File: src/rtl/aud_pkg.sv
package aud_pkg;
  localparam int NCH    = 2;
  localparam int ST_TXREQ = 0;
  localparam int ST_RXREQ = 1;
  localparam int ST_UNDR  = 2;
  localparam int ST_OVR   = 3;
  localparam int ST_TXNF  = 4;
  localparam int ST_RXNE  = 5;
  localparam int ST_W     = 6;
  localparam int CTRL_W   = 2 + ST_W;

  typedef enum logic [2:0] {
    A_CTRL   = 3'd0,
    A_DATA_R = 3'd1,
    A_DATA_L = 3'd2,
    A_SPARE  = 3'd3,
    A_STAT   = 3'd4
  } reg_addr_e;
endpackage

File: src/rtl/aud_fifo.sv
module aud_fifo #(
  parameter int DW    = 16,
  parameter int DEPTH = 8
) (
  input  logic          clk,
  input  logic          rst,
  input  logic          flush,
  input  logic          push,
  input  logic          pop,
  input  logic [DW-1:0] wdata,
  output logic [DW-1:0] head,
  output logic [$clog2(DEPTH):0] cnt,
  output logic          full,
  output logic          empty
);
  localparam int AW = $clog2(DEPTH);
  localparam logic [AW-1:0] LAST = AW'(DEPTH - 1);
  localparam logic [AW:0]   CAP  = (AW+1)'(DEPTH);

  logic [DW-1:0] mem [DEPTH];
  logic [AW-1:0] wr_ptr, rd_ptr;
  logic push_ok, pop_ok;

  assign full    = (cnt == CAP);
  assign empty   = (cnt == '0);
  assign push_ok = push && !full;
  assign pop_ok  = pop && !empty;
  assign head    = mem[rd_ptr];

  always_ff @(posedge clk) begin
    if (push_ok) mem[wr_ptr] <= wdata;
  end

  always_ff @(posedge clk) begin
    if (rst || flush) begin
      wr_ptr <= '0;
      rd_ptr <= '0;
      cnt    <= '0;
    end else begin
      if (push_ok) wr_ptr <= (wr_ptr == LAST) ? '0 : wr_ptr + 1'b1;
      if (pop_ok)  rd_ptr <= (rd_ptr == LAST) ? '0 : rd_ptr + 1'b1;
      case ({push_ok, pop_ok})
        2'b10:   cnt <= cnt + 1'b1;
        2'b01:   cnt <= cnt - 1'b1;
        default: cnt <= cnt;
      endcase
    end
  end

  assert_count_bound_R5: assert property (@(posedge clk) disable iff (rst)
    cnt <= CAP);
  assert_full_drop_R5: assert property (@(posedge clk) disable iff (rst)
    (push && full && !pop && !flush) |=> (cnt == $past(cnt)));
  assert_flush_empty_R11: assert property (@(posedge clk) disable iff (rst)
    flush |=> empty);
endmodule

File: src/rtl/aud_status.sv
module aud_status
  import aud_pkg::*;
(
  input  logic            clk,
  input  logic            rst,
  input  logic            en,
  input  logic [NCH-1:0]  tx_low,
  input  logic [NCH-1:0]  rx_high,
  input  logic [NCH-1:0]  tx_full,
  input  logic [NCH-1:0]  rx_empty,
  input  logic            undr_evt,
  input  logic            ovr_evt,
  input  logic            clr_wr,
  input  logic [ST_W-1:0] clr_bits,
  input  logic [ST_W-1:0] unmask,
  output logic [ST_W-1:0] status,
  output logic            irq
);
  logic undr_q, ovr_q;

  always_ff @(posedge clk) begin
    if (rst) begin
      undr_q <= 1'b0;
      ovr_q  <= 1'b0;
      irq    <= 1'b0;
    end else begin
      undr_q <= (undr_q && !(clr_wr && clr_bits[ST_UNDR])) || undr_evt;
      ovr_q  <= (ovr_q  && !(clr_wr && clr_bits[ST_OVR]))  || ovr_evt;
      irq    <= |(status & unmask);
    end
  end

  always_comb begin
    status           = '0;
    status[ST_TXREQ] = en && (|tx_low);
    status[ST_RXREQ] = en && (|rx_high);
    status[ST_UNDR]  = undr_q;
    status[ST_OVR]   = ovr_q;
    status[ST_TXNF]  = en && !(|tx_full);
    status[ST_RXNE]  = en && !(&rx_empty);
  end

  assert_undr_sets_R6: assert property (@(posedge clk) disable iff (rst)
    undr_evt |=> status[ST_UNDR]);
  assert_ovr_sets_R5: assert property (@(posedge clk) disable iff (rst)
    ovr_evt |=> status[ST_OVR]);
  assert_sticky_hold_R7: assert property (@(posedge clk) disable iff (rst)
    (status[ST_OVR] && !(clr_wr && clr_bits[ST_OVR])) |=> status[ST_OVR]);
  assert_irq_quiet_R10: assert property (@(posedge clk) disable iff (rst)
    ((status & unmask) == '0) |=> !irq);
endmodule

File: src/rtl/aud_fifo_ctrl.sv
module aud_fifo_ctrl
  import aud_pkg::*;
#(
  parameter int DW    = 16,
  parameter int DEPTH = 8
) (
  input  logic           clk,
  input  logic           rst,
  input  logic           bus_wr,
  input  logic           bus_rd,
  input  logic [2:0]     bus_addr,
  input  logic [DW-1:0]  bus_wdata,
  output logic [DW-1:0]  bus_rdata,
  input  logic [NCH-1:0] ser_tx_pop,
  output logic [DW-1:0]  ser_tx_data_r,
  output logic [DW-1:0]  ser_tx_data_l,
  input  logic [NCH-1:0] ser_rx_push,
  input  logic [DW-1:0]  ser_rx_data_r,
  input  logic [DW-1:0]  ser_rx_data_l,
  output logic           run_en,
  output logic           bclk_ext,
  output logic           irq
);
  localparam int CW = $clog2(DEPTH) + 1;
  localparam logic [CW-1:0] HALF = CW'(DEPTH / 2);

  logic [CTRL_W-1:0] ctrl_q;
  logic [ST_W-1:0]   status;
  logic              en, flush;
  logic [NCH-1:0]    sel;
  logic [NCH-1:0]    tx_push, tx_pop, tx_full, tx_empty, tx_low;
  logic [NCH-1:0]    rx_push, rx_pop, rx_full, rx_empty, rx_high;
  logic [DW-1:0]     tx_head [NCH];
  logic [DW-1:0]     rx_head [NCH];
  logic [DW-1:0]     rx_in   [NCH];
  logic [DW-1:0]     tx_out  [NCH];
  logic              unused_wdata;

  assign en       = ctrl_q[0];
  assign flush    = !en;
  assign run_en   = ctrl_q[0];
  assign bclk_ext = ctrl_q[1];
  assign unused_wdata = ^bus_wdata[DW-1:CTRL_W];

  assign sel[0]   = (bus_addr == A_DATA_R);
  assign sel[1]   = (bus_addr == A_DATA_L);
  assign rx_in[0] = ser_rx_data_r;
  assign rx_in[1] = ser_rx_data_l;
  assign ser_tx_data_r = tx_out[0];
  assign ser_tx_data_l = tx_out[1];

  always_ff @(posedge clk) begin
    if (rst) ctrl_q <= '0;
    else if (bus_wr && bus_addr == A_CTRL) ctrl_q <= bus_wdata[CTRL_W-1:0];
  end

  for (genvar ch = 0; ch < NCH; ch++) begin : g_ch
    logic [CW-1:0] tx_cnt, rx_cnt;

    assign tx_push[ch] = en && bus_wr && sel[ch];
    assign tx_pop[ch]  = en && ser_tx_pop[ch];
    assign rx_push[ch] = en && ser_rx_push[ch];
    assign rx_pop[ch]  = en && bus_rd && sel[ch];
    assign tx_low[ch]  = (tx_cnt <= HALF);
    assign rx_high[ch] = (rx_cnt >= HALF);
    assign tx_out[ch]  = tx_empty[ch] ? '0 : tx_head[ch];

    aud_fifo #(.DW(DW), .DEPTH(DEPTH)) u_tx (
      .clk(clk), .rst(rst), .flush(flush),
      .push(tx_push[ch]), .pop(tx_pop[ch]), .wdata(bus_wdata),
      .head(tx_head[ch]), .cnt(tx_cnt), .full(tx_full[ch]), .empty(tx_empty[ch])
    );

    aud_fifo #(.DW(DW), .DEPTH(DEPTH)) u_rx (
      .clk(clk), .rst(rst), .flush(flush),
      .push(rx_push[ch]), .pop(rx_pop[ch]), .wdata(rx_in[ch]),
      .head(rx_head[ch]), .cnt(rx_cnt), .full(rx_full[ch]), .empty(rx_empty[ch])
    );
  end

  aud_status u_stat (
    .clk(clk), .rst(rst), .en(en),
    .tx_low(tx_low), .rx_high(rx_high), .tx_full(tx_full), .rx_empty(rx_empty),
    .undr_evt(|(tx_pop & tx_empty)),
    .ovr_evt(|(rx_push & rx_full)),
    .clr_wr(bus_wr && bus_addr == A_STAT),
    .clr_bits(bus_wdata[ST_W-1:0]),
    .unmask(ctrl_q[CTRL_W-1:2]),
    .status(status),
    .irq(irq)
  );

  always_ff @(posedge clk) begin
    if (rst) begin
      bus_rdata <= '0;
    end else if (bus_rd) begin
      case (bus_addr)
        A_CTRL:   bus_rdata <= DW'(ctrl_q);
        A_DATA_R: bus_rdata <= (rx_empty[0] || !en) ? '0 : rx_head[0];
        A_DATA_L: bus_rdata <= (rx_empty[1] || !en) ? '0 : rx_head[1];
        A_STAT:   bus_rdata <= DW'(status);
        default:  bus_rdata <= '0;
      endcase
    end
  end

  assert_spare_zero_R12: assert property (@(posedge clk) disable iff (rst)
    (bus_rd && bus_addr == A_SPARE) |=> (bus_rdata == '0));
  assert_off_read_zero_R11: assert property (@(posedge clk) disable iff (rst)
    (!run_en && bus_rd && bus_addr == A_DATA_L) |=> (bus_rdata == '0));
  assert_tx_empty_zero_R3: assert property (@(posedge clk) disable iff (rst)
    tx_empty[0] |-> (ser_tx_data_r == '0));
endmodule

File: config.mk
export PLATFORM = sky130hd
export DESIGN_NAME = aud_fifo_ctrl
export DESIGN_NICKNAME = d
export VERILOG_FILES = /design/src/rtl/aud_pkg.sv /design/src/rtl/aud_fifo.sv /design/src/rtl/aud_status.sv /design/src/rtl/aud_fifo_ctrl.sv
export SDC_FILE = /design/constraint.sdc
export NUM_CORES = 1
export LEC_CHECK = 0
export ABC_AREA = 1
export ABC_CLOCK_PERIOD_IN_PS = 4290
export BUFFER_PORTS_ARGS = -buffer_cell sky130_fd_sc_hd__buf_4
export CELL_PAD_IN_SITES_DETAIL_PLACEMENT = 0
export CELL_PAD_IN_SITES_GLOBAL_PLACEMENT = 1
export CORE_MARGIN = 2
export CORE_UTILIZATION = 50
export CTS_CLUSTER_DIAMETER = 40
export CTS_CLUSTER_SIZE = 8
export DETAILED_ROUTE_END_ITERATION = 7
export GPL_ROUTABILITY_DRIVEN = 0
export GPL_TIMING_DRIVEN = 0
export PLACE_DENSITY = 0.76
export SLEW_MARGIN = 20
export SYNTH_ARGS = -nofsm -noshare
export SYNTH_HDL_FRONTEND = slang
export SYNTH_SLANG_ARGS = --single-unit
export TNS_END_PERCENT = 100
File: constraint.sdc
create_clock -name clk -period 4.29 [get_ports clk]
set_input_delay 1.0725 -clock clk [delete_from_list [all_inputs] [get_ports clk]]
set_output_delay 1.0725 -clock clk [all_outputs]
set_load 0.02 [all_outputs]
* Word-level counts from Yosys, hierarchy flattened
Memory sizes are Yosys's and may differ from the RTL's. A register that Yosys moved wholly into a read port is not among the register bits.
Index checks and enable logic that the tools add are counted.
W data, S select, Z words.
** Word-level totals
- Memories :: 4
- Input bits :: 59
- Register bits after elaboration :: 67
- Memory bits (writable) :: 512
- Output and inout port bits :: 51
** Operators by class
- Bitwise operators :: 3
- Reduce and logical (&&, ||, !) cells :: 62
- $lt $le $gt $ge :: 4
- Muxes and demuxes :: 33
- Add/subtract/negate cells :: 16
- Equal/unequal tests :: 23
** Memory list
- g_ch[0].u_rx.mem :: depth 8, bits a word 16, rd ports 1, clocked after Yosys merged registers in 1, write ports 1, RTL line aud_fifo.sv:20 : logic [DW-1:0] mem [DEPTH];
- g_ch[0].u_tx.mem :: depth 8, bits a word 16, rd ports 1, clocked after Yosys merged registers in 1, write ports 1, RTL line aud_fifo.sv:20
- g_ch[1].u_rx.mem :: depth 8, bits a word 16, rd ports 1, clocked after Yosys merged registers in 1, write ports 1, RTL line aud_fifo.sv:20
- g_ch[1].u_tx.mem :: depth 8, bits a word 16, rd ports 1, clocked after Yosys merged registers in 1, write ports 1, RTL line aud_fifo.sv:20
** Operators with widths (number)
- $mux W16 :: 4
- $pmux W16 S4 :: 1
- $mux W3 :: 16
- $pmux W4 S2 :: 4
- $logic_and A1 B1 Y1 :: 28
- $eq A3 B3 Y1 const B :: 9
- $add A3 B1 Y3 const B :: 8
- $add A4 B1 Y4 const B :: 4
- $eq A4 B4 Y1 const B :: 4
- $logic_not A4 Y1 :: 4
- $sub A4 B1 Y4 const B :: 4
- $logic_not A1 Y1 :: 13
- $reduce_or A2 Y1 :: 5
- $eq A2 B1 Y1 const B :: 4
- $eq A2 B2 Y1 const B :: 4
- $ge A4 B3 Y1 const B :: 2
- $le A4 B3 Y1 const B :: 2
- $mux W1 :: 8
- $reduce_bool A2 Y1 :: 4
- $and A6 B6 Y6 :: 1
- $reduce_or A6 Y1 :: 1
- $logic_or A1 B1 Y1 :: 5
- $and A2 B2 Y2 :: 2
- $eq A3 B1 Y1 const B :: 1
- 3 further kinds :: 3

* Longest topological paths before layout
- Depth after elaboration :: 6
- Depth in mapped cells :: 16
- Gate-level depth less buffers :: 16

* By module
A second synthesis with hierarchy kept.
** Second synthesis, totals
- Cells, all modules :: 2173
- Area total of the unflattened synthesis :: 24857.6 um2
** Modules (own cells, without submodules)
- aud_fifo at g_ch[0].u_rx ... :: sequential area each 4103.9 um2, instances 3, area each 5715.5 um2, cells each 457
- aud_fifo at g_ch[0].u_tx :: sequential area each 4103.9 um2, instances 1, area each 5710.5 um2, cells each 457
- aud_fifo_ctrl :: sequential area each 480.5 um2, instances 1, area each 1795.5 um2, cells each 309
- aud_status :: sequential area each 60.1 um2, instances 1, area each 205.2 um2, cells each 36

* Worst setup path after synthesis
No wires, ideal clock.
- Path kind :: input -> register
- From :: in bus_addr[2]
- To :: mem g_ch[0].u_tx.mem[3][0] (enable)
- Path buffers :: 0
- Required time :: 3.881 ns
- Arrival time :: 2.907 ns
- Stages :: 7
- Path slack :: 0.974 ns
- Cells stage by stage :: inv_1 -> nand3_2 -> nor2_1 -> nand2_1 -> nor2_1 -> inv_1 -> nor3_1
** On the way
- Longest elaborated chain between the ends :: 5
** Ends and longest elaborated chain
- from (decl) :: RTL line aud_fifo_ctrl.sv:11 : input logic [2:0] bus_addr,
- $eq A3 B1 Y1 :: RTL line aud_fifo_ctrl.sv:45 : assign sel[0] = (bus_addr == A_DATA_R);
- $logic_and A1 B1 Y1 :: RTL line aud_fifo_ctrl.sv:60 : assign tx_push[ch] = en && bus_wr && sel[ch];
- $logic_and A1 B1 Y1 :: RTL line aud_fifo.sv:26 : assign push_ok = push && !full;
- $mux W1 :: RTL line aud_fifo.sv:31 : if (push_ok) mem[wr_ptr] <= wdata;
- $mux W1 (not written as such) :: RTL line aud_fifo.sv:31
- to (decl) :: RTL line aud_fifo.sv:20
No other way between the ends.

==> summary.md <==
| Metric | Value |
|---|---|
| Yosys cell types | `41` |
| Worst R2R Start | `ctrl_q[0]` |
| Antenna-violating nets left | `0` |
| PnR Total Power | `13500 uW` |
| Critical path class | `register to output port` |
| Finish-stage setup viols | `0` |
| CP Launch Type | `register` |
| Starting DRC count in detailed routing | `1238` |
| Share of layout cells above drive strength 1 | `16.5%` |
| Final setup TNS | `0 ns` |
| Crit-path max FO | `10` |
| Post-synth EDFFs | `512` |
| Cts hold-fix bufs | `0` |
| DR vias | `16600` |
| Grt total ovfl | `0` |
| Fin util | `61.3%` |
| Critical path capture point type | `output port` |
| Io pins | `110` |
| Post-cts gate resize count | `0` |
| Die Area | `0.0503 sq mm` |
| Syn Nets | `2186` |
| Post-DP HPWL | `41100 microns` |
| Compound-Gate Fraction of Synth Area | `9.25%` |
| Synthesized cell area | `0.0243 sq mm` |
| Mux contribution to synthesized area | `0%` |
| Final Hold Fails | `0` |
| Status | `finished, final reports clean` |
| Simple-Gate Fraction of Synth Area | `14.6%` |
| Synth Area per Inst | `11.6 sq um` |
| Starting Density | `50.7%` |
| Commonest cells after routing, fill and taps aside | `edfxtp_1, nor2_1, nand2_1` |
| Syn-to-layout area delta | `20.9%` |
| Setup bufs post-CTS | `0` |
| Initial antenna violation count | `1` |
| Req. time, crit path | `3.22 ns` |
| Relative slew slack | `43.6%` |
| Commonest non-fill, non-tap cell in the layout | `edfxtp_1` |
| Synth Instances | `2100` |
| YS warnings | `0` |
| Largest family of logic cells by synthesized area | `simple AND/OR/NAND/NOR gates` |
| Maximum vdd drop | `0.453 mV` |
| P_leak | `0.0109 uW` |
| Cell Count, Final, Fillers Out | `3032` |
| Vias in the first global route | `16200` |
| Post-synth top flop | `edfxtp_1` |
| Period utilization | `82.7%` |
| Synth Register Bits | `591` |
| CTS H-Tree Depth | `3` |
| Post-Synth Adder-Cell Area | `1.39%` |
| Sequential fraction of the synthesis area | `69.9%` |
| WL final | `61600 microns` |
| DR WL/cell | `20.3 microns` |
| Pwr Density | `461 mW/mm^2` |
| Core area | `0.0478 sq mm` |
| PortBufs | `107` |
| Die Ht | `224 microns` |
| RSZ-0062 raised after global routing | `false` |
| Hold WC Path Type | `register to register` |
| Largest net degree at the start of global routing | `19` |
| Dpl cells | `2859` |
| Vias per inst | `5.46` |
| Drt pass-1 iters | `5` |
| PnR worst setup slack | `0.741 ns` |
| DRC viols | `0` |
| FMAX | `282 MHz` |
| Tmin final | `3.55 ns` |
| Max-cap violations | `0` |
| Dominant cells by area after synthesis | `edfxtp_1, nor2_1, dfxtp_1, o21ai_0, nand2_1` |
| Reg clk slew, reported paths | `0.05 ns` |
| CTS Sinks | `591` |
| Clk_skew | `0.0163 ns` |
| Core Rows | `80` |
| Clock Root Buffer | `clkbuf_16` |
| First-pass GRT wire length | `92900 microns` |
| Synth Area in XOR/XNOR | `0.469%` |
| Total GRT Usage | `24.5%` |
| Num CTS Buffers | `95` |
| Placement Setup Slack | `0.809 ns` |
| TritonCTS clock tree | `yes` |
| Clk Latency, worst-skew pair | `0.63 ns` |
| Slew Limit Fails | `0` |
| Final nets | `2427` |
| Worst Max-Slew Pin Slew | `0.842 ns` |
| Worst EP arrival | `2.48 ns` |
| Reg2reg setup slack | `1.74 ns` |
| Die Wd | `224 microns` |
| Cell taking the most area after synthesis | `edfxtp_1` |
| Min-delay src | `bus_rdata[2]` |
| Synth async-reset ratio | `0%` |
| Clk buf depth | `3` |
| Top cell type's share of synthesized area | `63.3%` |
area by class of cell:
cell class                 instances  area, sq um
sequential                       591        17000
tap                              615          769
buffer                           106          549
clock inverter                    29          299
inverter                         142          538
antenna                            1         2.50
multi-input combinational       1261         6360
fill                            3771        18500
timing repair buffer             144         1190
clock buffer                     143         2670
path summary, 6_finish.rpt:
kind	end	cells past startpoint
setup / recovery	ser_tx_data_r[1]	8
hold / removal	bus_rdata[2]	2
setup reg to reg	g_ch[0].u_tx.mem[5][12]	7
hold reg to reg	bus_rdata[2]	2
where the power goes:
part           internal, uW  switching, uW  total, uW
clock network          4510           2540       7050
registers              6260           6.38       6270
logic                  59.6            137        196
synthesized netlist by cell type (all sizes together), types with 3 or more instances:
library cell  instances
a211oi                6
o211ai               38
nand4                 3
o22ai                 3
buf                  59
nor3                 18
o211a                 9
a31oi                 3
nand2               228
a22oi                 5
dfxtp                79
inv                 140
o21ai               197
xnor2                 3
nand3               132
a21oi                37
edfxtp              512
xor2                 10
clkbuf               47
o32ai                64
ha                   27
nor2                476
kinds of logic after synthesis:
logic type | Yosys count
xor gates and xnor gates | 13
AOI/OAI and AO/OA | 363
adders and majority gates | 27
buffers and inverters | 248
and+or+nand+nor | 858
DFF | 591
worst max-delay path, cell delays in order (launching register included):
cell      delay, ns
dfxtp_1        0.32
buf_4          0.18
clkinv_2       0.13
buf_2          0.27
nor2_1         0.06
o32ai_1        0.45
nor2_1         0.10
nor2_1         0.18
buf_4          0.17
metal layers:
metal	wire, microns	track usage, %
met1	26100	31.8
met2	29700	40.7
met3	3700	4.91
met4	2060	9.66
met5	0	0
registers in the layout (all words and copies together), names as in the netlist, named ones only:
signal	flops
bus_rdata	16
ctrl_q	8
g_ch.u_rx.cnt	8
g_ch.u_rx.mem	256
g_ch.u_rx.rd_ptr	6
g_ch.u_rx.wr_ptr	6
g_ch.u_tx.cnt	8
g_ch.u_tx.mem	256
g_ch.u_tx.rd_ptr	6
g_ch.u_tx.wr_ptr	6
u_stat.irq	1
u_stat.ovr_q	1
u_stat.undr_q	1
stage by stage:
step / instance area, sq um / hold slack [ns]
CTS: 29300 / 0.471
global placement: 25800 / 0.455
finish: 29300 / 0.473
detailed placement: 26400 / 0.460
global route: 29300 / 0.496
floorplan: 24300 / 0.449
(Power assumes the default switching activity.)
